## src/rtl/rx_early_pkg.sv

```systemverilog
package rx_early_pkg;
   typedef enum logic {
      CNT_WRAP = 1'b0,
      CNT_SAT  = 1'b1
   } cnt_mode_e;
endpackage

```

## src/rtl/rx_thr_reg.sv

```systemverilog
module rx_thr_reg #(
   parameter int CNT_W     = 8,
   parameter int MIN_THR   = 8,
   parameter int THR_RESET = 8
) (
   input  logic             clk,
   input  logic             rst_n,
   input  logic             wr_i,
   input  logic [CNT_W-1:0] wdata_i,
   output logic [CNT_W-1:0] thr_o
);
   localparam logic [CNT_W-1:0] MIN_V = CNT_W'(MIN_THR);
   localparam logic [CNT_W-1:0] RST_V = CNT_W'(THR_RESET);

   logic [CNT_W-1:0] thr_q;

   // small writes are raised to the filtering minimum
   always_ff @(posedge clk or negedge rst_n) begin
      if (!rst_n)
         thr_q <= RST_V;
      else if (wr_i)
         thr_q <= (wdata_i < MIN_V) ? MIN_V : wdata_i;
   end

   assign thr_o = thr_q;
endmodule

```

## src/rtl/rx_byte_cnt.sv

```systemverilog
module rx_byte_cnt
   import rx_early_pkg::*;
#(
   parameter int        CNT_W = 8,
   parameter cnt_mode_e MODE  = CNT_SAT
) (
   input  logic             clk,
   input  logic             rst_n,
   input  logic             clr_i,
   input  logic             inc_i,
   output logic [CNT_W-1:0] cnt_nx_o
);
   localparam logic [CNT_W-1:0] CNT_MAX = {CNT_W{1'b1}};

   logic [CNT_W-1:0] cnt_q;
   logic [CNT_W-1:0] base;

   assign base = clr_i ? '0 : cnt_q;

   generate
      if (MODE == CNT_SAT) begin : g_sat
         always_comb begin
            if (inc_i && (base != CNT_MAX))
               cnt_nx_o = base + 1'b1;
            else
               cnt_nx_o = base;
         end
      end else begin : g_wrap
         always_comb cnt_nx_o = base + CNT_W'(inc_i);
      end
   endgenerate

   always_ff @(posedge clk or negedge rst_n) begin
      if (!rst_n)
         cnt_q <= '0;
      else
         cnt_q <= cnt_nx_o;
   end
endmodule

```

## src/rtl/rx_early_evt.sv

```systemverilog
module rx_early_evt #(
   parameter int CNT_W = 8
) (
   input  logic             clk,
   input  logic             rst_n,
   input  logic             frame_start_i,
   input  logic             frame_end_i,
   input  logic             top_frame_i,
   input  logic             early_en_i,
   input  logic             early_ack_i,
   input  logic [CNT_W-1:0] cnt_nx_i,
   input  logic [CNT_W-1:0] thr_i,
   output logic             active_eff_o,
   output logic             fired_o,
   output logic             early_o,
   output logic             complete_o,
   output logic             dma_ok_o
);
   logic active_q, fired_q, early_q, complete_q, dma_q;
   logic fired_eff, set_early, set_cmp, dma_hit;

   assign active_eff_o = frame_start_i | active_q;
   assign fired_eff    = fired_q & ~frame_start_i;
   assign set_cmp      = active_eff_o & frame_end_i;
   // completion in the same cycle suppresses an early event
   assign set_early    = active_eff_o & ~fired_eff & top_frame_i &
                         (cnt_nx_i > thr_i) & ~set_cmp;
   assign dma_hit      = active_eff_o & early_en_i & (cnt_nx_i >= thr_i);

   always_ff @(posedge clk or negedge rst_n) begin
      if (!rst_n) begin
         active_q   <= 1'b0;
         fired_q    <= 1'b0;
         early_q    <= 1'b0;
         complete_q <= 1'b0;
         dma_q      <= 1'b0;
      end else begin
         active_q <= active_eff_o & ~set_cmp;
         fired_q  <= fired_eff | set_early;
         if (set_cmp)
            early_q <= 1'b0;
         else if (set_early)
            early_q <= 1'b1;
         else if (early_ack_i)
            early_q <= 1'b0;
         if (set_cmp)
            complete_q <= 1'b1;
         else if (frame_start_i)
            complete_q <= 1'b0;
         dma_q <= dma_hit | set_cmp | (dma_q & ~frame_start_i);
      end
   end

   assign fired_o    = fired_q;
   assign early_o    = early_q;
   assign complete_o = complete_q;
   assign dma_ok_o   = dma_q;
endmodule

```

## src/rtl/rx_early_thresh.sv

```systemverilog
module rx_early_thresh
   import rx_early_pkg::*;
#(
   parameter int        CNT_W     = 8,
   parameter int        MIN_THR   = 8,
   parameter int        THR_RESET = 8,
   parameter cnt_mode_e CNT_MODE  = CNT_SAT
) (
   input  logic             clk,
   input  logic             rst_n,
   input  logic             frame_start_i,
   input  logic             byte_valid_i,
   input  logic             frame_end_i,
   input  logic             top_frame_i,
   input  logic             thr_wr_i,
   input  logic [CNT_W-1:0] thr_wdata_i,
   input  logic             early_en_i,
   input  logic             early_ack_i,
   output logic             early_ind_o,
   output logic             complete_ind_o,
   output logic             dma_ok_o
);
   localparam int CNT_LIMIT = (1 << CNT_W) - 1;

   generate
      if (CNT_W < 2 || CNT_W > 16) begin : g_bad_w
         $error("rx_early_thresh: CNT_W out of range");
      end
      if (MIN_THR < 1 || MIN_THR >= CNT_LIMIT) begin : g_bad_min
         $error("rx_early_thresh: MIN_THR does not fit the counter");
      end
      if (THR_RESET < MIN_THR || THR_RESET > CNT_LIMIT) begin : g_bad_rst
         $error("rx_early_thresh: THR_RESET out of range");
      end
   endgenerate

   logic [CNT_W-1:0] thr_q;
   logic [CNT_W-1:0] cnt_nx;
   logic             active_eff;
   logic             fired_q;

   rx_thr_reg #(
      .CNT_W(CNT_W), .MIN_THR(MIN_THR), .THR_RESET(THR_RESET)
   ) u_thr (
      .clk(clk), .rst_n(rst_n), .wr_i(thr_wr_i),
      .wdata_i(thr_wdata_i), .thr_o(thr_q)
   );

   rx_byte_cnt #(
      .CNT_W(CNT_W), .MODE(CNT_MODE)
   ) u_cnt (
      .clk(clk), .rst_n(rst_n), .clr_i(frame_start_i),
      .inc_i(byte_valid_i & active_eff), .cnt_nx_o(cnt_nx)
   );

   rx_early_evt #(
      .CNT_W(CNT_W)
   ) u_evt (
      .clk(clk), .rst_n(rst_n),
      .frame_start_i(frame_start_i), .frame_end_i(frame_end_i),
      .top_frame_i(top_frame_i), .early_en_i(early_en_i),
      .early_ack_i(early_ack_i), .cnt_nx_i(cnt_nx), .thr_i(thr_q),
      .active_eff_o(active_eff), .fired_o(fired_q),
      .early_o(early_ind_o), .complete_o(complete_ind_o),
      .dma_ok_o(dma_ok_o)
   );
endmodule

```

## config.mk

```make
export PLATFORM = sky130hd
export DESIGN_NAME = rx_early_thresh
export DESIGN_NICKNAME = d
export VERILOG_FILES = /design/src/rtl/rx_early_pkg.sv /design/src/rtl/rx_thr_reg.sv /design/src/rtl/rx_byte_cnt.sv /design/src/rtl/rx_early_evt.sv /design/src/rtl/rx_early_thresh.sv
export SDC_FILE = /design/constraint.sdc
export NUM_CORES = 1
export LEC_CHECK = 0
export BUFFER_PORTS_ARGS = -buffer_cell sky130_fd_sc_hd__buf_2
export CAP_MARGIN = 20
export CORE_UTILIZATION = 58
export DETAILED_ROUTE_END_ITERATION = 8
export GPL_ROUTABILITY_DRIVEN = 0
export PLACE_DENSITY = 0.82
export SKIP_LAST_GASP = 1
export SYNTH_ARGS = -nofsm -noshare
export SYNTH_HDL_FRONTEND = slang
export SYNTH_SLANG_ARGS = --single-unit
```

## constraint.sdc

```tcl
create_clock -name clk -period 7.9 [get_ports clk]
set_input_delay 1.185 -clock clk [delete_from_list [all_inputs] [get_ports clk]]
set_output_delay 1.185 -clock clk [all_outputs]
set_load 0.02 [all_outputs]
```

==> results of run 1 <==
through the flow:
step | power (mW) | hold slack (ns) | std cells | instance area [um^2]
6_report | 0.204 | 0.529 | 159 | 1290
5_1_grt | 0.215 | 0.560 | 159 | 1290
4_1_cts | 0.206 | 0.531 | 159 | 1290
3_5_place_dp | 0.154 | 0.510 | 155 | 1260
3_3_place_gp | 0.152 | 0.510 | 155 | 1260
2_1_floorplan | 0.141 | 0.506 | 113 | 1140
cells in the final DEF, fill, tap and decap left out, drive strengths merged, types with 2 or more instances in the layout:
cell type,instances
a21oi,4
and2b,4
and3,2
buf,19
clkbuf,3
dfrtp,20
ha,9
inv,14
nand2,8
nand4,5
nor2,6
nor2b,4
nor3,3
o21ai,9
o22ai,4
xnor2,5
xor2,2
cells in the mapped netlist, drive strengths merged (2+ instances only):
cell type | n | area (um^2)
nand2 | 8 | 30.0
o21ai | 9 | 45.0
nand4 | 5 | 31.3
o22ai | 4 | 25.0
xnor2 | 5 | 43.8
nor3 | 3 | 15.0
dfrtp | 20 | 500
inv | 14 | 52.6
a21oi | 4 | 20.0
and3 | 2 | 12.5
and2b | 4 | 30.0
nor2 | 6 | 22.5
xor2 | 2 | 17.5
clkbuf | 2 | 7.51
ha | 9 | 113
nor2b | 4 | 25.0
layer usage:
layer	vias to the layer above	routed length (um)	part of all wire [%]
li1	437	-	-
met1	419	966	45
met2	20	1050	49
met3	6	60	2.8
met4	0	67	3.1
met5	-	0	0
tightest hold or removal path, cell delays in order, from the launching register on:
cell	delay [ns]
dfrtp_1	0.39
inv_1	0.05
o21ai_0	0.06
state kept, by name, summed over array words and instances, names as in the netlist:
signal and cells:
u_evt.complete_o 1, u_evt.fired_o 1, u_evt.active_q 1, u_evt.dma_ok_o 1
u_evt.early_o 1, u_cnt.cnt_q 8, u_thr.thr_o 8
power by group:
part / switching [mW] / internal [mW] / total (mW)
clock network: 0.0333 / 0.0189 / 0.0523
registers: 0.00299 / 0.115 / 0.118
logic: 0.0201 / 0.0144 / 0.0345
total: 0.0564 / 0.148 / 0.204
how the worst max path moves through the flow:
stage                                end  slack, ns  cells after the start
after floorplan           u_evt.dma_ok_o       4.15                     11
after global placement    u_evt.dma_ok_o       3.74                     12
after detailed placement  u_evt.dma_ok_o       3.64                     12
after CTS                 u_evt.dma_ok_o       3.97                     12
after global routing      u_evt.dma_ok_o       3.75                     12
final                     u_evt.dma_ok_o       3.98                     12
cells by family (layout without fill, tap and decap cells):
group | after synthesis | in the layout | share of synthesized area [%]
and+or+nand+nor | 37 | 37 | 18.6
xor gates and xnor gates | 7 | 7 | 5.38
adders and majority gates | 9 | 9 | 9.88
DFF | 21 | 21 | 46.2
muxes | 1 | 1 | 0.988
buffers and inverters | 16 | 37 | 5.27
AOI/OAI and AO/OA | 22 | 22 | 13.7
area by class of cell:
class	count	area, um^2	area share, %
clock inverters	1	5.00	0.389
repair buffers	19	95.1	7.39
clock buffers	3	22.5	1.75
well taps	25	31.3	2.43
inverters	14	52.6	4.09
multi-input cells	76	553	43.0
flip-flops and latches	21	527	41.0
==> results by group, run 1 <==
Timing
  • Setup tns final: 0 ns
  • Slew Limit Headroom: 68.7%
  • Final setup viols: 0
  • Minimum clock period: 3.92 ns
  • Worst-margin pin slew: 0.469 ns
  • Count of final hold-check violations: 0
  • Skew final: 0.00135 ns
  • Fin. max-slew vios: 0
  • Final worst-path cycle share: 49.7%
  • Fmax: 255 MHz
  • RSZ-0062 raised after global routing: no
  • Final WS setup: 3.98 ns

Synthesis
  • Post-synth EDFFs: 0
  • Syn Area/Cell: 10.1 um^2
  • Sequential area share after synthesis: 46.2%
  • Synth Flop Type: dfrtp_1
  • Synth cell types: 29
  • Post-Syn Nets: 139
  • Syn Inst Count: 113
  • Cell Area, Synth: 0.00114 mm^2
  • Yosys reg bits: 21
  • Syn. warnings: 0
  • Post-synth ARST share: 100%

Worst setup path
  • Biggest cell delay along the critical path: 0.45 ns
  • CP Max Fanout: 17
  • WP buf/inv: 1
  • Startpoint types: input pin
  • Kind of critical path: in -> reg
  • R2r worst-path depth: 11
  • Critical Path Source: frame_start_i
  • Crit path max-delay cell type: a2111oi_2
  • Reg2reg end: u_evt.dma_ok_o
  • CP top delay family: compound AO/OA/AOI/OAI gates
  • Setup crit end kind: flop
  • Cell Chain, Critical Path: buf_2 -> and2b_1 -> ha_1 -> and4b_4 -> a41oi_4 -> mux2_2 -> ha_1 -> nor2b_1 -> o211ai_1 -> a21oi_1 -> a2111oi_2 -> a211oi_1
  • Crit path required time: 8.08 ns
  • Worst EP arrival: 4.11 ns
  • CP most frequent cell: ha_1
  • RR Startpoint: u_cnt.cnt_q[0]
  • R2R setup slack: 4.79 ns

Global routing
  • Met2 GRT Util: 40.0%
  • Largest net degree at the start of global routing: 22
  • Initial antenna violation count: 0
  • Vias in the first global route: 861
  • GR Layer Usage met1: 30.3%
  • Total track usage: 25.2%
  • Gr busiest metal: met2
  • Global-route wire length before repair: 3620 um
  • Met3 usage: 5.10%
  • Grt ovf: 0

Clock tree
  • TritonCTS clock tree: yes
  • Setup Fix Bufs, Post-CTS: 0
  • CTS H-Tree Depth: 1
  • Cts hold-fix bufs: 0
  • Clock sinks: 21
  • PostCTS Resize Cnt: 0
  • Clock root buffer: clkbuf_4
  • Clock-pin slew on the worst setup and hold paths: 0.12 ns
  • Latest clock arrival within the worst-skew pair: 0.31 ns
  • Total CTS buffers: 3
  • Worst-case clock buffer depth: 2

Power
  • Leakage: 0.646 nW
  • VDD IR max: 0.145 mV
  • P per Cell Area: 159 mW/mm^2

Route
  • DRC violations left: 0
  • DRT iter0 DRCs: 24
  • Final ANT Viol Nets: 0
  • Via/cell ratio: 5.55
  • Vias: 882
  • WL final: 2140 um
  • DR WL/cell: 13.5 um
  • Drt pass-1 iters: 4

Final layout
  • Post-layout util: 72.1%
  • Area delta synth->final: 12.8%
  • Antenna cells: 0
  • Filler cells: 136
  • Share of cells above drive strength 1: 20.9%
  • Fin nets: 161

Place
  • Setup WS pre-CTS: 3.64 ns
  • Final HPWL DP: 1610 um
  • I/O Buffers: 19

Floorplanning
  • Ports: 20
  • Die Span Y: 46.3 um
  • Starting Density: 63.9%
  • Core Area: 0.00178 mm^2
  • # rows: 15
  • Die X: 46.3 um
  • Die area: 0.00215 mm^2

Run
  • Max Cap Viol: 0

Hold path
  • Hold path depth: 2
  • Tightest Hold Check Type: reg -> reg
  • Min-delay src: u_evt.complete_o
  • Hold Path End: u_evt.complete_o

Run status
  • Status: completed
(Power assumes the default switching activity.)
==> inputs of run 2 (changes only) <==
--- a/config.mk
+++ b/config.mk
@@ -7,10 +7,10 @@
 export LEC_CHECK = 0
 export BUFFER_PORTS_ARGS = -buffer_cell sky130_fd_sc_hd__buf_2
 export CAP_MARGIN = 20
-export CORE_UTILIZATION = 58
+export CORE_UTILIZATION = 54
 export DETAILED_ROUTE_END_ITERATION = 8
 export GPL_ROUTABILITY_DRIVEN = 0
-export PLACE_DENSITY = 0.82
+export PLACE_DENSITY = 0.77
 export SKIP_LAST_GASP = 1
 export SYNTH_ARGS = -nofsm -noshare
 export SYNTH_HDL_FRONTEND = slang
==> constraint.sdc (replaced) <==
create_clock -name clk -period 3.65 [get_ports clk]
set_input_delay 0.5475 -clock clk [delete_from_list [all_inputs] [get_ports clk]]
set_output_delay 0.5475 -clock clk [all_outputs]
set_load 0.02 [all_outputs]
==> run 2 against run 1 <==
Effect of this change:
- die area is 7.1% higher
- sequential power increased by 120%
- count of clock-buffer cells in the layout up 1
- global-route usage shrank 2.9 points
- clock skew is 0.00054 ns lower
- total power grew 120%
- non-clock buffer count grew 1
- design area up 0.68%
- critical endpoint unchanged
- clock power up 120%
- combinational power increased by 110%
==> results by group, run 2 (synthesis gave the netlist of run 1 again) <==
Worst setup path
  • Setup crit end kind: flop
  • Crit path required time: 3.83 ns
  • Startpoint types: flop
  • R2R setup slack: 0.54 ns
  • CP Max Fanout: 8
  • Worst EP arrival: 3.29 ns
  • Kind of critical path: reg -> reg

Final layout
  • Commonest non-fill, non-tap cell in the layout: dfrtp_1
  • Most frequent cells in the layout: dfrtp_1 (20), buf_2 (19), inv_1 (14)
  • Filler cells: 161
  • Seq. cell area: 527 um^2
  • Antenna cells: 0
  • Share of cells above drive strength 1: 20.7%
  • Area delta synth->final: 13.6%
  • Fin nets: 162
  • Area of the multi-input gates: 553 um^2

Floorplanning
  • Core Area: 0.00198 mm^2
  • Starting Density: 57.5%
  • # rows: 16
  • Die area: 0.00230 mm^2
  • Die X: 47.9 um
  • Ports: 20
  • Die Span Y: 47.9 um

Route
  • Drt pass-1 iters: 4
  • Final ANT Viol Nets: 0
  • Via/cell ratio: 5.28
  • WL final: 2030 um
  • DR WL/cell: 12.5 um
  • DRC violations left: 0
  • Vias: 855
  • DRT iter0 DRCs: 20

Power
  • Internal cell power: 0.323 mW
  • P per Cell Area: 342 mW/mm^2
  • Sequential Power Share: 57.5%
  • Switch Pwr: 0.120 mW
  • Switching share of power: 27.0%
  • Leakage: 0.648 nW
  • Clock share of power: 25.8%
  • Power share of the combinational group: 16.7%
  • VDD IR max: 0.253 mV

Place
  • Final HPWL DP: 1590 um
  • I/O Buffers: 19
  • Setup WS pre-CTS: 0.217 ns

Clock tree
  • PostCTS Resize Cnt: 0
  • Latest clock arrival within the worst-skew pair: 0.31 ns
  • Setup Fix Bufs, Post-CTS: 0
  • CTS H-Tree Depth: 1
  • Worst-case clock buffer depth: 2
  • Clock-pin slew on the worst setup and hold paths: 0.11 ns
  • Clock sinks: 21
  • Total CTS buffers: 3
  • TritonCTS clock tree: yes
  • Clock root buffer: clkbuf_4
  • Cts hold-fix bufs: 0

Timing
  • Setup tns final: 0 ns
  • Worst-margin pin slew: 0.470 ns
  • Minimum clock period: 3.11 ns
  • Slew Limit Headroom: 68.6%
  • Skew final: 0.000814 ns
  • Final worst-path cycle share: 85.2%
  • Final WS setup: 0.540 ns
  • Fmax: 322 MHz
  • Count of final hold-check violations: 0
  • Fin. max-slew vios: 0
  • RSZ-0062 raised after global routing: no
  • Final setup viols: 0

Hold path
  • Tightest Hold Check Type: in -> async

Global routing
  • Total track usage: 22.3%
  • Largest net degree at the start of global routing: 22
  • Initial antenna violation count: 0
  • Global-route wire length before repair: 3460 um
  • Vias in the first global route: 844
  • Grt ovf: 0

Run
  • Max Cap Viol: 0

Run status
  • Status: completed
-- run 2: changes by cell type in the layout (fill, tap and decap cells not counted), sizes merged --
cell	before	now
clkbuf	3	4
clkinv	1	0
buf	19	20
-- run 2: cell type report --
| cell class | count | share of cell area [%] |
|---|---|---|
| inverters | 14 | 4.06 |
| flip-flops and latches | 21 | 40.7 |
| clock buffers | 4 | 2.03 |
| well taps | 27 | 2.61 |
| repair buffers | 20 | 7.92 |
| multi-input cells | 76 | 42.7 |
-- run 2: final timing paths --
kind | startpoint | endpoint | cells past startpoint
worst max-delay path | u_cnt.cnt_q[0] | u_evt.dma_ok_o | 11
worst min-delay path | rst_n | u_cnt.cnt_q[2] | 1
worst max register to register | u_cnt.cnt_q[0] | u_evt.dma_ok_o | 11
worst min register to register | u_evt.complete_o | u_evt.complete_o | 2
max in group asynchronous | rst_n | u_thr.thr_o[3] | 1
min in group clk | frame_end_i | u_evt.active_q | 2
-- run 2: critical path, stage by stage, from the launching register on --
cell and delay [ns]:
dfrtp_1 0.37, and2b_1 0.18, ha_1 0.23, and4b_4 0.22, a41oi_4 0.33, mux2_2 0.39
ha_1 0.28, nor2b_1 0.13, o211ai_1 0.15, a21oi_1 0.10, a2111oi_2 0.45, a211oi_1 0.14
-- run 2: layer usage --
| metal | up-vias | wire length (um) | share of wire, % | global-route usage, % |
|---|---|---|---|---|
| met4 | 0 | 33 | 1.6 | 8.33 |
| met1 | 398 | 940 | 46 | 28.1 |
| met5 | - | 0 | 0 | 0 |
| met2 | 17 | 985 | 49 | 37.6 |
| li1 | 435 | - | - | - |
| met3 | 5 | 67 | 3.3 | 4.53 |
-- run 2: per-stage QoR --
stage / instances / hold slack (ns) / instance area, um^2 / util, % / power, mW
floorplan: 113 / 0.252 / 1140 / - / 0.305
global placement: 158 / 0.504 / 1270 / 64.0 / 0.330
detailed placement: 158 / 0.512 / 1270 / 64.0 / 0.333
CTS: 162 / 0.184 / 1290 / 65.3 / 0.446
global route: 162 / 0.202 / 1290 / 65.3 / 0.467
finish: 162 / 0.173 / 1290 / 65.3 / 0.442
-- run 2: power groups by stage --
stage	registers [mW]	logic [mW]	clock network, mW
after floorplan	0.261	0.0437	0
after global placement	0.258	0.0717	0
after detailed placement	0.259	0.0744	0
after CTS	0.254	0.0750	0.116
after global routing	0.257	0.0854	0.125
final	0.254	0.0738	0.114
==> inputs of run 3 (changes only) <==
--- a/config.mk
+++ b/config.mk
@@ -10,6 +10,7 @@
 export CORE_UTILIZATION = 54
 export DETAILED_ROUTE_END_ITERATION = 8
 export GPL_ROUTABILITY_DRIVEN = 0
+export MAX_ROUTING_LAYER = met4
 export PLACE_DENSITY = 0.77
 export SKIP_LAST_GASP = 1
 export SYNTH_ARGS = -nofsm -noshare
==> run 3 against run 2 <==
Effect of this change:
- sequential share of layout area stayed put
- count of clock-buffer cells in the layout is the same
- via count is 0.47% higher
- core utilization stayed put
- total power hardly changed
- first-iteration DRC count shrank 20%
- die area stayed put
- maximum frequency about the same
- largest power group unchanged
- highest routed layer unchanged
==> results by group, run 3 (synthesis gave the netlist of run 1 again) <==
Run status
  • Status: completed

Clock tree
  • Clock-pin slew on the worst setup and hold paths: 0.11 ns
  • Total CTS buffers: 3
  • TritonCTS clock tree: yes
  • Setup Fix Bufs, Post-CTS: 0
  • PostCTS Resize Cnt: 0
  • Latest clock arrival within the worst-skew pair: 0.31 ns
  • Clock sinks: 21
  • Worst-case clock buffer depth: 2
  • Cts hold-fix bufs: 0
  • Clock root buffer: clkbuf_4
  • CTS H-Tree Depth: 1

Worst setup path
  • Crit path required time: 3.83 ns
  • Worst EP arrival: 3.29 ns
  • R2R setup slack: 0.54 ns
  • RR Startpoint: u_cnt.cnt_q[0]
  • Reg2reg end: u_evt.dma_ok_o
  • Setup crit end kind: flop
  • Startpoint types: flop
  • R2r worst-path depth: 11
  • CP Max Fanout: 8
  • Kind of critical path: reg -> reg

Power
  • P per Cell Area: 341 mW/mm^2
  • VDD IR max: 0.252 mV
  • Leakage: 0.648 nW

Global routing
  • Initial antenna violation count: 0
  • Vias in the first global route: 846
  • Global-route wire length before repair: 3460 um
  • Total track usage: 23.0%
  • Grt ovf: 0
  • Largest net degree at the start of global routing: 22

Timing
  • Setup tns final: 0 ns
  • RSZ-0062 raised after global routing: no
  • Count of final hold-check violations: 0
  • Slew Limit Headroom: 68.5%
  • Skew final: 0.000697 ns
  • Minimum clock period: 3.11 ns
  • Final setup viols: 0
  • Fin. max-slew vios: 0
  • Final worst-path cycle share: 85.2%
  • Fmax: 322 MHz
  • Final WS setup: 0.541 ns
  • Worst-margin pin slew: 0.472 ns

Final layout
  • Filler cells: 161
  • Share of cells above drive strength 1: 20.7%
  • Area delta synth->final: 13.6%
  • Final instance area: 0.00129 mm^2
  • Most frequent cells in the layout: dfrtp_1 (20), buf_2 (19), inv_1 (14)
  • Commonest non-fill, non-tap cell in the layout: dfrtp_1
  • Fin nets: 162
  • Final cell count without fillers: 162
  • Antenna cells: 0

Route
  • Top layer reached by signal wires: met4
  • Final ANT Viol Nets: 0
  • DRT met1 WL: 942 um
  • Drt pass-1 iters: 4
  • WL final: 2030 um
  • Met3 WL: 61 um
  • Via/cell ratio: 5.30
  • Vias: 859
  • DR WL/cell: 12.5 um
  • DRC violations left: 0
  • DRT iter0 DRCs: 16
  • Met2 Wirelength: 993 um

Hold path
  • Tightest Hold Check Type: in -> async

Floorplanning
  • Die Span Y: 47.9 um
  • Core Area: 0.00198 mm^2
  • Die X: 47.9 um
  • Ports: 20
  • # rows: 16
  • Starting Density: 57.5%
  • Die area: 0.00230 mm^2

Run
  • Max Cap Viol: 0

Place
  • Setup WS pre-CTS: 0.217 ns
  • I/O Buffers: 19
  • Placed cells: 158
  • Cell area after placement: 0.00127 mm^2
  • Final HPWL DP: 1590 um
run 3: cell counts in the layout (fill, tap and decap cells not counted):
No cell type changed its count.
run 3: report_power, final:
group | internal, mW | switching [mW] | total (mW)
Sequential | 0.248 | 0.00608 | 0.254
Clock | 0.0428 | 0.0713 | 0.114
Combinational | 0.0319 | 0.0421 | 0.0740
Total | 0.323 | 0.119 | 0.442
run 3: layout make-up:
type	count	area (um^2)	area share, %
tap	27	33.8	2.61
sequential	21	527	40.7
timing repair buffer	20	103	7.92
inverter	14	52.6	4.06
clock buffer	4	26.3	2.03
multi-input combinational	76	553	42.7
run 3: per-stage QoR:
stage	power [mW]	utilization (%)	hold WS, ns
final	0.442	65.3	0.174
after global routing	0.467	65.3	0.202
after CTS	0.446	65.3	0.184
after detailed placement	0.333	64.0	0.512
after global placement	0.330	64.0	0.504
after floorplan	0.305	-	0.252
run 3: metal layers:
metal / up-vias / global-route usage, %
met1: 403 / 28.1
li1: 436 / -
met5: - / -
met3: 5 / 4.53
met4: 0 / 8.33
met2: 15 / 37.6
run 3: worst max path at each step:
stage	start	end	cells after the start
6_report	u_cnt.cnt_q[0]	u_evt.dma_ok_o	11
3_5_place_dp	frame_start_i	u_evt.dma_ok_o	12
4_1_cts	u_cnt.cnt_q[0]	u_evt.early_o	12
2_1_floorplan	frame_start_i	u_evt.dma_ok_o	11
5_1_grt	u_cnt.cnt_q[0]	u_evt.dma_ok_o	11
3_3_place_gp	frame_start_i	u_evt.dma_ok_o	12
run 3: worst max-delay path, cell delays in order, from the launching register on:
cell and delay (ns):
dfrtp_1 0.37, and2b_1 0.18, ha_1 0.23, and4b_4 0.22, a41oi_4 0.33, mux2_2 0.39, ha_1 0.28, nor2b_1 0.13
o211ai_1 0.15, a21oi_1 0.10, a2111oi_2 0.45, a211oi_1 0.14
